## src/rtl/fp_issue_gate.sv

```systemverilog
module fp_issue_gate #(
  parameter int RBITS      = 5,
  parameter int ADD_STAGES = 4,
  parameter int MUL_STAGES = 7,
  parameter int DIV_CYCLES = 25,
  parameter int LOAD_LAT   = 1
) (
  input  logic             clk,
  input  logic             rst_n,
  input  logic             dec_valid,
  input  logic [2:0]       dec_unit,
  input  logic [RBITS-1:0] dec_src1,
  input  logic             dec_src1_en,
  input  logic [RBITS-1:0] dec_src2,
  input  logic             dec_src2_en,
  input  logic [RBITS-1:0] dec_dst,
  input  logic             dec_dst_en,
  output logic             issue_ok,
  output logic             stall,
  output logic             stall_div,
  output logic             stall_wb,
  output logic             stall_raw,
  output logic             stall_waw
);

  localparam int NREG  = 1 << RBITS;
  localparam int D_INT = 3;
  localparam int D_ADD = ADD_STAGES + 2;
  localparam int D_MUL = MUL_STAGES + 2;
  localparam int D_DIV = DIV_CYCLES + 2;
  localparam int RES_W = D_DIV + 1;
  localparam int WBW   = $clog2(RES_W);
  localparam int CW    = $clog2(DIV_CYCLES + 1);

  localparam logic [2:0] U_LOAD = 3'd1;
  localparam logic [2:0] U_ADD  = 3'd2;
  localparam logic [2:0] U_MUL  = 3'd3;
  localparam logic [2:0] U_DIV  = 3'd4;

  logic [CW-1:0]    rdy_cnt [NREG];
  logic [CW-1:0]    div_cnt;
  logic [RBITS-1:0] div_dst;
  logic             div_dv;
  logic             add_v [ADD_STAGES];
  logic [RBITS-1:0] add_d [ADD_STAGES];
  logic             mul_v [MUL_STAGES];
  logic [RBITS-1:0] mul_d [MUL_STAGES];
  logic [RES_W-1:0] resv;

  logic [CW-1:0]    new_lat;
  logic [WBW-1:0]   new_wb;
  logic             raw_hit, waw_hit, fire;
  logic [RES_W-1:0] resv_add;

  always_comb begin
    case (dec_unit)
      U_LOAD:  begin new_lat = CW'(LOAD_LAT);       new_wb = WBW'(D_INT); end
      U_ADD:   begin new_lat = CW'(ADD_STAGES - 1); new_wb = WBW'(D_ADD); end
      U_MUL:   begin new_lat = CW'(MUL_STAGES - 1); new_wb = WBW'(D_MUL); end
      U_DIV:   begin new_lat = CW'(DIV_CYCLES - 1); new_wb = WBW'(D_DIV); end
      default: begin new_lat = '0;                  new_wb = WBW'(D_INT); end
    endcase
  end

  assign raw_hit = (dec_src1_en && rdy_cnt[dec_src1] != '0) ||
                   (dec_src2_en && rdy_cnt[dec_src2] != '0);

  always_comb begin
    waw_hit = (div_cnt != '0) && div_dv && (div_dst == dec_dst);
    for (int i = 0; i < ADD_STAGES; i++)
      if (add_v[i] && add_d[i] == dec_dst) waw_hit = 1'b1;
    for (int i = 0; i < MUL_STAGES; i++)
      if (mul_v[i] && mul_d[i] == dec_dst) waw_hit = 1'b1;
  end

  assign stall_div = dec_valid && dec_unit == U_DIV && div_cnt != '0;
  assign stall_wb  = dec_valid && dec_dst_en && resv[new_wb];
  assign stall_raw = dec_valid && raw_hit;
  assign stall_waw = dec_valid && dec_dst_en && waw_hit;
  assign stall     = stall_div | stall_wb | stall_raw | stall_waw;
  assign issue_ok  = dec_valid && rst_n && !stall;
  assign fire      = issue_ok;

  assign resv_add = (fire && dec_dst_en) ? (RES_W'(1) << (new_wb - WBW'(1))) : '0;

  always_ff @(posedge clk or negedge rst_n) begin
    if (!rst_n) begin
      for (int r = 0; r < NREG; r++) rdy_cnt[r] <= '0;
      for (int i = 0; i < ADD_STAGES; i++) begin add_v[i] <= 1'b0; add_d[i] <= '0; end
      for (int i = 0; i < MUL_STAGES; i++) begin mul_v[i] <= 1'b0; mul_d[i] <= '0; end
      div_cnt <= '0;
      div_dst <= '0;
      div_dv  <= 1'b0;
      resv    <= '0;
    end else begin
      for (int r = 0; r < NREG; r++) begin
        if (fire && dec_dst_en && dec_dst == RBITS'(r)) rdy_cnt[r] <= new_lat;
        else if (rdy_cnt[r] != '0)                      rdy_cnt[r] <= rdy_cnt[r] - CW'(1);
      end
      add_v[0] <= fire && dec_dst_en && dec_unit == U_ADD;
      add_d[0] <= dec_dst;
      for (int i = 1; i < ADD_STAGES; i++) begin add_v[i] <= add_v[i-1]; add_d[i] <= add_d[i-1]; end
      mul_v[0] <= fire && dec_dst_en && dec_unit == U_MUL;
      mul_d[0] <= dec_dst;
      for (int i = 1; i < MUL_STAGES; i++) begin mul_v[i] <= mul_v[i-1]; mul_d[i] <= mul_d[i-1]; end
      if (fire && dec_unit == U_DIV) begin
        div_cnt <= CW'(DIV_CYCLES - 1);
        div_dst <= dec_dst;
        div_dv  <= dec_dst_en;
      end else if (div_cnt != '0) begin
        div_cnt <= div_cnt - CW'(1);
      end
      resv <= (resv >> 1) | resv_add;
    end
  end

  logic [CW-1:0] since_div;
  always_ff @(posedge clk or negedge rst_n) begin
    if (!rst_n)                          since_div <= CW'(DIV_CYCLES);
    else if (fire && dec_unit == U_DIV)  since_div <= CW'(1);
    else if (since_div < CW'(DIV_CYCLES)) since_div <= since_div + CW'(1);
  end

  a_r6_div_spacing: assert property (@(posedge clk) disable iff (!rst_n)
    (fire && dec_unit == U_DIV) |-> since_div >= CW'(DIV_CYCLES));

  a_r3_one_new_slot: assert property (@(posedge clk) disable iff (!rst_n)
    (fire && dec_dst_en) |=> $countones(resv) == $countones($past(resv) >> 1) + 1);

  a_r4_add_not_forwarded_next: assert property (@(posedge clk) disable iff (!rst_n)
    (fire && dec_dst_en && dec_unit == U_ADD) |=>
      !(issue_ok && dec_src1_en && dec_src1 == $past(dec_dst)));

  a_r5_mul_dst_reuse: assert property (@(posedge clk) disable iff (!rst_n)
    (fire && dec_dst_en && dec_unit == U_MUL) |=>
      !(issue_ok && dec_dst_en && dec_dst == $past(dec_dst)));

  a_r7_idle_quiet: assert property (@(posedge clk) disable iff (!rst_n)
    !dec_valid |-> (!issue_ok && !stall));

endmodule

```

## config.mk

```make
export PLATFORM = sky130hd
export DESIGN_NAME = fp_issue_gate
export DESIGN_NICKNAME = d
export VERILOG_FILES = /design/src/rtl/fp_issue_gate.sv
export SDC_FILE = /design/constraint.sdc
export NUM_CORES = 1
export LEC_CHECK = 0
export BUFFER_PORTS_ARGS = -buffer_cell sky130_fd_sc_hd__clkbuf_2
export CAP_MARGIN = 30
export CORE_ASPECT_RATIO = 1.2
export CORE_MARGIN = 2
export CORE_UTILIZATION = 61
export CTS_CLUSTER_SIZE = 28
export DETAILED_ROUTE_END_ITERATION = 10
export GPL_ROUTABILITY_DRIVEN = 0
export GPL_TIMING_DRIVEN = 0
export PLACE_DENSITY = 0.87
export SYNTH_ARGS = -nofsm -noshare
export SYNTH_HDL_FRONTEND = slang
export SYNTH_SLANG_ARGS = --single-unit
```

## constraint.sdc

```tcl
create_clock -name clk -period 4.2 [get_ports clk]
set_clock_uncertainty 0.05 [all_clocks]
set_input_delay 0.42 -clock clk [delete_from_list [all_inputs] [get_ports clk]]
set_output_delay 0.42 -clock clk [all_outputs]
set_load 0.02 [all_outputs]
```

==> results.py <==
metrics = {
    "status": {
        "outcome": "completed",
    },
    "timing": {
        "hold_viol_final": 0,
        "maxSlewHeadroom_pct": 35.1,
        "period_needed_ns": 4.12,
        "period_share_pct": 98.0,
        "setup_slack_ns": 0.0828,
        "finalSetupViolCount": 0,
        "fmax_mhz": 243,
        "slew_violations": 0,
        "worst_slew_pin_slew_ns": 0.973,
        "setup-tns-final_ns": 0,
    },
    "cts": {
        "cts.sinks": 242,
        "insertion_delay_ns": 0.55,
        "path_clk_slew_ns": 0.06,
        "cts_buffers": 27,
        "htree_levels": 1,
        "cts_tree": "yes",
        "cts_buffer_depth": 3,
        "clockRootBuffer": "clkbuf_16",
    },
    "route": {
        "routed_wl_um": 35300,
        "viasPerCell": 6.04,
        "drtPass1Iterations": 6,
        "ant_nets": 0,
        "drc": 0,
        "first_iter_violations": 978,
        "wl_per_cell_um": 19.1,
        "dr_total_vias": 11200,
    },
    "pwr": {
        "p_per_area_nw_per_um2": 691,
        "irDropWorstVdd_v": 0.000349,
        "leakage_nw": 7.48,
    },
    "grt": {
        "overflow": 0,
        "grt_pass1_vias": 11300,
        "grt_start_max_net_pins": 96,
        "antenna_found_initial": 0,
        "grt_first_pass_wirelength_um": 57000,
        "gr-usage-all-layers_pct": 29.3,
    },
    "placement": {
        "dp_slack_ns": 0.133,
        "place_inst": 1797,
        "dp_hpwl_um": 24900,
        "place_area_um2": 14900,
        "port_buffers": 27,
    },
    "floorplan": {
        "initial_utilization_pct": 61.9,
        "dieHeight_um": 172,
        "pin_count": 30,
        "rows": 61,
        "die_area_um2": 24700,
        "core_region_area_um2": 23100,
        "die_w_um": 144,
    },
    "critical_path": {
        "r2r_start": "div_cnt[0]",
        "reg2reg_depth": 12,
        "crit_type": "reg -> out",
        "crit_arrival_ns": 3.65,
        "r2r_slack_ns": 0.48,
        "crit_required_ns": 3.73,
        "r2r_end": "rdy_cnt[41]",
        "critPathLaunchType": "register",
        "cp_max_fo": 10,
        "end_kind": "primary output",
    },
    "layout": {
        "multi_input_area_um2": 7560,
        "fillers": 1667,
        "regArea_um2": 6060,
        "utilization_pct": 68.5,
        "final_area_um2": 15800,
        "syn2layout_area_growth_pct": 10.6,
        "antennaDiodeCount": 0,
        "fin_cells": 1849,
        "drive_gt1_share_pct": 9.78,
        "final_nets": 1604,
    },
    "yosys": {
        "avgSynthCellArea_um2": 9.85,
        "synth_seq_cells": 242,
        "syn_inst": 1453,
        "synth-edff-count": 0,
        "synth_ff_type": "dfrtp_1",
        "syn_area_um2": 14300,
        "synth_nets": 1543,
        "yosysWarnings": 0,
        "ys_types": 64,
        "ys_async_sr_fraction_pct": 100,
        "yosysSeqAreaShare_pct": 42.3,
    },
    "run": {
        "cap_violations": 0,
    },
    "min_path": {
        "hold_class": "in -> reg",
        "min_to": "mul_d[31]",
        "hp-start": "dec_dst[1]",
        "worst_hold_path.num_cells": 1,
    },
}
## worst max-delay path: stages, from the launching register on
cell and delay (ns):
dfrtp_1 0.42, or4_1 0.60, a31o_1 0.26, nor4_1 0.35, nor3_1 0.12, a211o_1 0.39, buf_6 0.19, buf_6 0.17
nor2_1 0.22, and4_1 0.22, clkbuf_2 0.16
## per-stage QoR
stage | hold slack [ns] | total power [W]
floorplan | 0.0744 | 0.00738
global placement | 0.304 | 0.00814
detailed placement | 0.309 | 0.00849
CTS | 0.00341 | 0.0109
global route | 0.0191 | 0.0118
finish | 0.0111 | 0.0109
## cell usage after synthesis, drive strengths merged, types with 3 or more instances
| cell type | number | area [um^2] |
|---|---|---|
| inv | 76 | 285 |
| buf | 39 | 235 |
| a32oi | 6 | 52.6 |
| nor4 | 30 | 404 |
| nor3 | 91 | 455 |
| ha | 66 | 826 |
| nand2b | 16 | 100 |
| nor2b | 11 | 68.8 |
| a31oi | 3 | 18.8 |
| o21ai | 35 | 175 |
| nand4 | 13 | 81.3 |
| mux2i | 167 | 1670 |
| nand4b | 3 | 26.3 |
| a311oi | 6 | 52.6 |
| o211ai | 4 | 30.0 |
| xor2 | 81 | 709 |
| mux2 | 5 | 75.1 |
| nand2 | 197 | 739 |
| nor4b | 5 | 88.8 |
| a21oi | 31 | 155 |
| dfrtp | 242 | 6060 |
| nand3b | 7 | 52.6 |
| nor2 | 82 | 308 |
| o2111ai | 4 | 35.0 |
| xnor2 | 64 | 561 |
| or3 | 16 | 100 |
| and3 | 7 | 43.8 |
| nor3b | 4 | 30.0 |
| nand3 | 23 | 115 |
| o31ai | 4 | 30.0 |
| clkbuf | 54 | 203 |
| a221oi | 3 | 26.3 |
| a211oi | 4 | 30.0 |
| or4 | 23 | 184 |
## sequential cells by signal, indices dropped and copies added, names as in the netlist
name and flops:
div_dv 1, mul_v 7, resv 25, mul_d 35, add_v 4, div_cnt 5, div_dst 5, rdy_cnt 160
## what timing repair did
action / in CTS / in global routing
setup buffers: 0 / 0
hold buffers: 3 / 0
gates resized for setup: 0 / 9
endpoints found under the hold margin: 96 / 0
setup endpoints to repair: 0 / 3
## cell families (layout without fill, tap and decap cells)
logic type,after synthesis,count (layout),share of synthesized area (%)
AO/OA/AOI/OAI,121,121,5.46
XOR/XNOR,145,145,8.87
adder cells (fa/ha/maj),66,66,5.77
buffers and inverters,169,250,5.05
flip-flops,242,242,42.3
multiplexers,174,174,12.5
other,1,1,0.0262
AND/OR/NAND/NOR,535,535,20.0
## report_power, final
| group | switching, W | leakage, nW | internal (W) | total, W |
|---|---|---|---|---|
| sequential | 0.000960 | 2.90 | 0.00326 | 0.00422 |
| combinational | 0.00246 | 4.15 | 0.00194 | 0.00440 |
| clock | 0.000985 | 0.429 | 0.00134 | 0.00233 |
| total | 0.00440 | 7.48 | 0.00654 | 0.0109 |
## metal layers
layer	share of wire, %	up-vias	global-route usage (%)
met3	7.2	137	4.87
li1	-	5138	-
met1	39	5426	35.9
met5	0	-	0
met4	5.9	0	15.4
met2	48	468	49.6
## placed cells by master, fill, tap and decap left out, types with 8 or more instances in the layout
cell type    n
a21oi_1     31
buf_2       29
clkbuf_1    56
clkbuf_16   27
clkbuf_2    28
clkinv_2     8
dfrtp_1    242
ha_1        66
inv_1       76
mux2i_1    167
nand2_1    197
nand2b_1    16
nand3_1     23
nand4_1     13
nor2_1      82
nor2b_1     11
nor3_1      89
nor4_1      13
nor4_4      14
o21ai_0     35
or3_1       16
or4_1       20
xnor2_1     64
xor2_1      81
## worst max path at each step
stage / slack, ns / endpoint / start
3_3_place_gp: -3.42 / rdy_cnt[42] / rst_n
6_report: 0.08 / issue_ok / rdy_cnt[111]
4_1_cts: 0.02 / issue_ok / rdy_cnt[111]
5_1_grt: -0.01 / stall / rdy_cnt[12]
2_1_floorplan: 1.01 / stall / dec_src1[0]
3_5_place_dp: 0.13 / stall / dec_src1[1]
## cell type report
| class | count | share of cell area, % |
|---|---|---|
| flip-flops and latches | 242 | 38.2 |
| multi-input cells | 1042 | 47.8 |
| inverters | 76 | 1.80 |
| well taps | 315 | 2.49 |
| clock inverters | 16 | 0.948 |
| repair buffers | 32 | 1.45 |
| plain buffers | 93 | 2.78 |
| clock buffers | 33 | 4.54 |
Note: power is estimated with default switching activity, not from simulation.
